$ cat config.mk
export PLATFORM = sky130hd
export DESIGN_NAME = dma_link_ctrl
export DESIGN_NICKNAME = d
export VERILOG_FILES = /design/src/rtl/link_pkg.sv /design/src/rtl/link_iter_count.sv /design/src/rtl/link_select.sv /design/src/rtl/dma_link_ctrl.sv
export SDC_FILE = /design/constraint.sdc
export NUM_CORES = 1
export LEC_CHECK = 0
export ABC_AREA = 1
export BUFFER_PORTS_ARGS = -buffer_cell sky130_fd_sc_hd__buf_2
export CORE_MARGIN = 5
export CORE_UTILIZATION = 46
export DETAILED_ROUTE_END_ITERATION = 10
export GPL_ROUTABILITY_DRIVEN = 0
export HOLD_SLACK_MARGIN = 0.03
export PLACE_DENSITY_LB_ADDON = 0.2
export SYNTH_ARGS = -nofsm -noshare
export SYNTH_HDL_FRONTEND = slang
export SYNTH_SLANG_ARGS = --single-unit
$ cat constraint.sdc
create_clock -name clk -period 2.49 [get_ports clk]
set_clock_uncertainty 0.2 [all_clocks]
set_input_delay 0.498 -clock clk [delete_from_list [all_inputs] [get_ports clk]]
set_output_delay 0.498 -clock clk [all_outputs]
set_load 0.1 [all_outputs]
$ cat src/rtl/link_pkg.sv
package link_pkg;

  // Which link (if any) an iteration produces.
  typedef enum logic [1:0] {
    LK_NONE  = 2'd0,
    LK_MINOR = 2'd1,
    LK_MAJOR = 2'd2
  } link_kind_e;

endpackage

$ cat src/rtl/link_iter_count.sv
// Retires one iteration: flags the last one and computes the next count.
module link_iter_count #(
  parameter int CNT_W = 9
) (
  input  logic [CNT_W-1:0] cnt_i,
  output logic [CNT_W-1:0] cnt_nxt_o,
  output logic             last_o
);

  localparam logic [CNT_W-1:0] ONE = CNT_W'(1);

  // The last iteration is the one that leaves the count at zero.
  function automatic logic f_is_last(input logic [CNT_W-1:0] c);
    return (c <= ONE);
  endfunction

  // Decrement, holding at zero.
  function automatic logic [CNT_W-1:0] f_dec(input logic [CNT_W-1:0] c);
    return (c == '0) ? '0 : (c - ONE);
  endfunction

  always_comb begin
    last_o    = f_is_last(cnt_i);
    cnt_nxt_o = f_dec(cnt_i);
  end

endmodule

$ cat src/rtl/link_select.sv
// Picks which link field governs this iteration and the resulting target.
module link_select
  import link_pkg::*;
#(
  parameter int CH_W = 4
) (
  input  logic            fire_i,
  input  logic            last_i,
  input  logic            minor_en_i,
  input  logic [CH_W-1:0] minor_ch_i,
  input  logic            major_en_i,
  input  logic [CH_W-1:0] major_ch_i,
  output link_kind_e      kind_o,
  output logic [CH_W-1:0] ch_o
);

  function automatic link_kind_e f_kind(input logic fire, input logic last,
                                        input logic men, input logic jen);
    if (!fire)      return LK_NONE;
    else if (last)  return jen ? LK_MAJOR : LK_NONE;
    else            return men ? LK_MINOR : LK_NONE;
  endfunction

  always_comb begin
    kind_o = f_kind(fire_i, last_i, minor_en_i, major_en_i);
    unique case (kind_o)
      LK_MINOR: ch_o = minor_ch_i;
      LK_MAJOR: ch_o = major_ch_i;
      default:  ch_o = '0;
    endcase
  end

endmodule

$ cat src/rtl/dma_link_ctrl.sv
module dma_link_ctrl
  import link_pkg::*;
#(
  parameter int CNT_W = 9,
  parameter int CH_W  = 4
) (
  input  logic             clk,
  input  logic             rst_n,
  input  logic             iter_done_i,
  input  logic [CNT_W-1:0] citer_i,
  input  logic             minor_en_i,
  input  logic [CH_W-1:0]  minor_ch_i,
  input  logic             major_en_i,
  input  logic [CH_W-1:0]  major_ch_i,
  output logic             start_set_o,
  output logic [CH_W-1:0]  start_ch_o,
  output logic             cnt_vld_o,
  output logic [CNT_W-1:0] citer_o
);

  localparam int NUM_CH = 1 << CH_W;

  // Named internal events, visible to the bound checker.
  logic             last_iter_w;
  logic [CNT_W-1:0] cnt_nxt_w;
  link_kind_e       link_kind_w;
  logic [CH_W-1:0]  link_ch_w;
  logic             link_req_w;

  link_iter_count #(.CNT_W(CNT_W)) u_cnt (
    .cnt_i     (citer_i),
    .cnt_nxt_o (cnt_nxt_w),
    .last_o    (last_iter_w)
  );

  link_select #(.CH_W(CH_W)) u_sel (
    .fire_i     (iter_done_i),
    .last_i     (last_iter_w),
    .minor_en_i (minor_en_i),
    .minor_ch_i (minor_ch_i),
    .major_en_i (major_en_i),
    .major_ch_i (major_ch_i),
    .kind_o     (link_kind_w),
    .ch_o       (link_ch_w)
  );

  assign link_req_w = (link_kind_w != LK_NONE);

  always_ff @(posedge clk) begin
    if (!rst_n) begin
      start_set_o <= 1'b0;
      start_ch_o  <= '0;
      cnt_vld_o   <= 1'b0;
      citer_o     <= '0;
    end else begin
      start_set_o <= link_req_w;
      cnt_vld_o   <= iter_done_i;
      if (link_req_w)  start_ch_o <= link_ch_w;
      if (iter_done_i) citer_o    <= cnt_nxt_w;
    end
  end

  initial begin
    if (NUM_CH < 2) $error("dma_link_ctrl: CH_W must be at least 1");
  end

endmodule

== After elaboration in Yosys (flattened, before gate mapping) ==
Cells that the tools add are included.

* Register bits after elaboration: 15
* Bits of input ports: 22
* Output and inout port bits: 15
* Word-level logic and storage cells: 16

* Add/sub/neg operators: 1
* Magnitude comparators: 1
* Equal/unequal tests: 2
* Multiplexer cells: 6
* Reductions and logical operators: 2

{| class="wikitable"
|+ Operator list
! kind !! count
|-
| $le A9 B1 Y1 const B || 1
|-
| $logic_not A9 Y1 || 1
|-
| $mux W9 || 1
|-
| $sub A9 B1 Y9 const B || 1
|-
| $pmux W4 S2 || 1
|-
| $mux W2 || 3
|-
| $eq A2 B1 Y1 const B || 1
|-
| $eq A2 B2 Y1 const B || 1
|-
| $reduce_bool A2 Y1 || 1
|-
| $mux W1 || 1
|}

== Depth between registers and ports, before layout ==
* Word-level depth: 5
* Mapped depth: 12
* Mapped depth without buffers: 12

== By module ==
A second synthesis with hierarchy kept.

* Cells, all modules: 140
* Area, all modules: 909.6 um^2

{| class="wikitable"
|+ By module, submodules not included
! module !! instances !! cells each !! area each (um^2) !! sequential area each (um^2)
|-
| dma_link_ctrl || 1 || 70 || 540.5 || 300.3
|-
| link_iter_count || 1 || 51 || 274.0 || 0.0
|-
| link_select || 1 || 19 || 95.1 || 0.0
|}

== Worst setup path after synthesis ==
OpenSTA, ideal clock, no wires.

* Path kind: input -> register
* Start: in citer_i[0]
* End: reg start_ch_o[3]
* Library setup time: 0.070 ns
* Arrival: 1.792 ns
* Slack: 0.428 ns
* Stages: 11
* Path buffers: 0
* Cells stage by stage: inv_1 > nand2_2 > nor2_2 > nand2_2 > a21oi_4 > nand3_1 > ha_1 > inv_1 > nor2_1 > nand2_1 > a21oi_1

* Longest elaborated chain between the ends: 5
* Elaborated cells on any way between the ends: 7
* Classes of those cells: 1 x order compare; 2 x eq/ne; 3 x mux; 1 x reduce/logical

{| class="wikitable"
|+ RTL lines
! what !! RTL line !! text
|-
| start, declared || dma_link_ctrl.sv:10 || <nowiki>input logic [CNT_W-1:0] citer_i,</nowiki>
|-
| $le A9 B1 Y1 * || link_iter_count.sv:14 || <nowiki>return (c <= ONE);</nowiki>
|-
| $mux W2 * || link_select.sv:20 || <nowiki>else if (last) return jen ? LK_MAJOR : LK_NONE;</nowiki>
|-
| $mux W2 * || link_select.sv:19 || <nowiki>if (!fire) return LK_NONE;</nowiki>
|-
| $eq A2 B2 Y1 or $eq A2 B1 Y1 (tied branches) || link_select.sv:26 || <nowiki>unique case (kind_o)</nowiki>
|-
| $pmux W4 S2 || link_select.sv:26 ||
|-
| end signal, assigned || dma_link_ctrl.sv:58 || <nowiki>if (link_req_w) start_ch_o <= link_ch_w;</nowiki>
|-
| end, declared || dma_link_ctrl.sv:16 || <nowiki>output logic [CH_W-1:0] start_ch_o,</nowiki>
|}

Every way passes the cells marked *; elsewhere a longest branch is shown, timed or not.
A chain may end at the register's enable or synchronous reset.

== Worst setup path after layout ==
* Start: in citer_i[4]
* End: reg start_ch_o[1]

The elaborated chain is that of the path after synthesis.

==> run_results.csv <==
group,metric,value,unit
setup_path,reg2reg_depth,2,
pwr,cellPowerDensity,506,nW/µm²
routing,wl_per_cell,10.1,µm
routing,vias_per_cell,4.66,
sta,max_freq,468,MHz
pwr,ir_worst_vdd,0.241,mV
clock_network,htreeDepth,1,
logic_synthesis,syn-num-nets,149,
clock_network,cts_buffer_depth,2,
place,dp.cells,181,
layout,diodes,0,
layout,multi_input_area,495,µm²
sta,fin_crit_sh,0.858,
logic_synthesis,synth_enable_flop_cells,0,
pwr,p_total,553,µW
routing,drtAntennaViolNets,0,
logic_synthesis,yosysWarnings,0,
logic_synthesis,ys_async_sr_fraction,0,
layout,seqCellArea,300,µm²
sta,slew_viol_final,0,
routing,via_count,863,
grt,grt_max_degree,15,
grt,grt_pass1_wl,3.27,mm
pwr,p_leak,0.000549,µW
floorplan,rows,15,
run_status,status,"completed",
layout,fin_cells,185,
floorplan,die_h,53.2,µm
layout,layout_common_cells,"36 x buf_2, 32 x nand2_1, 15 x dfxtp_1, 13 x inv_1, 13 x a21oi_1",
clock_network,clkSinkCount,15,
clock_network,post-cts-setup-buffers,0,
routing,first_pass_iters,4,
floorplan,core_area,1750,µm²
logic_synthesis,ys.flop_type,"dfxtp_1",
logic_synthesis,syn_inst,121,
sta,worst_slew_pin_slew,0.491,ns
layout,final.fill_count,159,
logic_synthesis,ys_seq_elements,15,
floorplan,ios,37,
sta,max_slew_margin,0.675,
logic_synthesis,ys_seq_area_frac,0.349,
sta,hold_viol,0,
worst_hold_path,hold_path_depth,3,
floorplan,start_util,0.492,
logic_synthesis,synth_cell_types,21,
floorplan,die_w,53.2,µm
clock_network,cts_made_buffers,3,
setup_path,endpoint_kind,"flip-flop",
clock_network,clk_latency,0.27,ns
clock_network,clkTransAtPathRegs,0.08,ns
routing,routed_wl,1.88,mm
setup_path,crit_path_max_fanout,4,
grt,antenna_found_initial,0,
sta,rsz0062_at_grt,"false",
clock_network,cts_tree,"done",
layout,syn_to_final_growth,27.2,%
clock_network,ctsResizeCount,0,
layout,layout_commonest_cell,"buf_2",
grt,overflow,0,
routing,post-route-drc-count,0,
routing,drtIter0Drc,14,
grt,grt_pass1_vias,787,
setup_path,path_class,"primary input to flip-flop",
job,drv_cap,0,
layout,layout-drive-gt1-share,0.325,
clock_network,cts_hold_buf,0,
floorplan,die_area,2830,µm²
setup_path,critPathArrivalTime,2.14,ns
sta,fin_tns_setup,0,ns
place,dp_hpwl,1.54,mm
layout,final_nets,189,
grt,grt_usage,0.151,
clock_network,root_buffer,"clkbuf_4",
worst_hold_path,hold_class,"primary input to flip-flop",
logic_synthesis,synth_area,860,µm²
logic_synthesis,synth_area_per_cell,7.10,µm²
sta,setup_viol,0,
setup_path,cp.required,2.49,ns
place,place.port_buffers,36,
setup_path,start_kind,"primary input",
sta,period_minus_slack,2.14,ns
sta,holdWs,0.213,ns
## layer usage
metal / vias to the layer above / GRT usage / wire [µm]
met5: - / 0 / 0
met4: 0 / 0.0511 / 25
met2: 31 / 0.239 / 813
met1: 361 / 0.214 / 920
li1: 467 / - / -
met3: 4 / 0.00845 / 117
## final cells by class
class | count | share of cell area
clock buffer | 4 | 0.0240
inverter | 16 | 0.0549
multi-input combinational | 89 | 0.453
sequential | 15 | 0.275
tap | 25 | 0.0286
timing repair buffer | 36 | 0.165
## per-stage QoR
step | utilization | worst slack [ns] | instance area [µm²]
CTS | 0.627 | 0.358 | 1090
floorplan | - | 0.428 | 860
global placement | 0.611 | 0.170 | 1070
detailed placement | 0.611 | 0.147 | 1070
finish | 0.627 | 0.355 | 1090
global route | 0.627 | 0.149 | 1090
## power breakdown
| part | leakage, µW | total, µW | internal (µW) | switching, µW |
|---|---|---|---|---|
| Clock | 0.0000150 | 133 | 62.0 | 70.7 |
| Sequential | 0.000123 | 255 | 250 | 4.29 |
| Combinational | 0.000411 | 166 | 39.2 | 126 |
## Yosys cell counts, types with 2 or more instances
master | n | area share
a21oi_1 | 13 | 0.076
a22o_1 | 4 | 0.041
dfxtp_1 | 15 | 0.35
ha_1 | 6 | 0.087
inv_1 | 13 | 0.057
inv_2 | 3 | 0.013
nand2_1 | 32 | 0.14
nand2_2 | 2 | 0.015
nand3_1 | 7 | 0.041
nor2_1 | 10 | 0.044
nor2_2 | 5 | 0.036
o21ai_0 | 2 | 0.012
## final timing paths
kind / startpoint / end / slack, ns
setup / recovery: citer_i[4] / start_ch_o[1]$_SDFFE_PN0P_ / 0.35
hold / removal: rst_n / cnt_vld_o$_SDFF_PN0_ / 0.21
setup reg to reg: start_ch_o[1]$_SDFFE_PN0P_ / start_ch_o[1]$_SDFFE_PN0P_ / 1.65
hold reg to reg: start_ch_o[0]$_SDFFE_PN0P_ / start_ch_o[0]$_SDFFE_PN0P_ / 0.25
## cell families after synthesis
kind of cell	count (synthesis)	share of synthesized area
buffers and inverters	17	0.0742
AND/OR/NAND/NOR	59	0.307
adder cells (fa/ha/maj)	6	0.0873
flip-flops	15	0.349
XOR/XNOR	2	0.0204
AO/OA/AOI/OAI	22	0.162
## worst max-delay path, stage by stage
cell	delay (ns)
buf_2	0.12
nor2_1	0.15
nand2_1	0.12
inv_1	0.10
nand3_2	0.09
a21oi_4	0.19
nand3_1	0.12
ha_1	0.29
inv_1	0.03
nor2_1	0.18
nand2_1	0.11
a21oi_1	0.15
## registers in the layout (all words and copies together) (netlist names)
register and flops:
start_ch_o 4, start_set_o 1, citer_o 9, cnt_vld_o 1
Note: power is estimated with default switching activity, not from simulation.
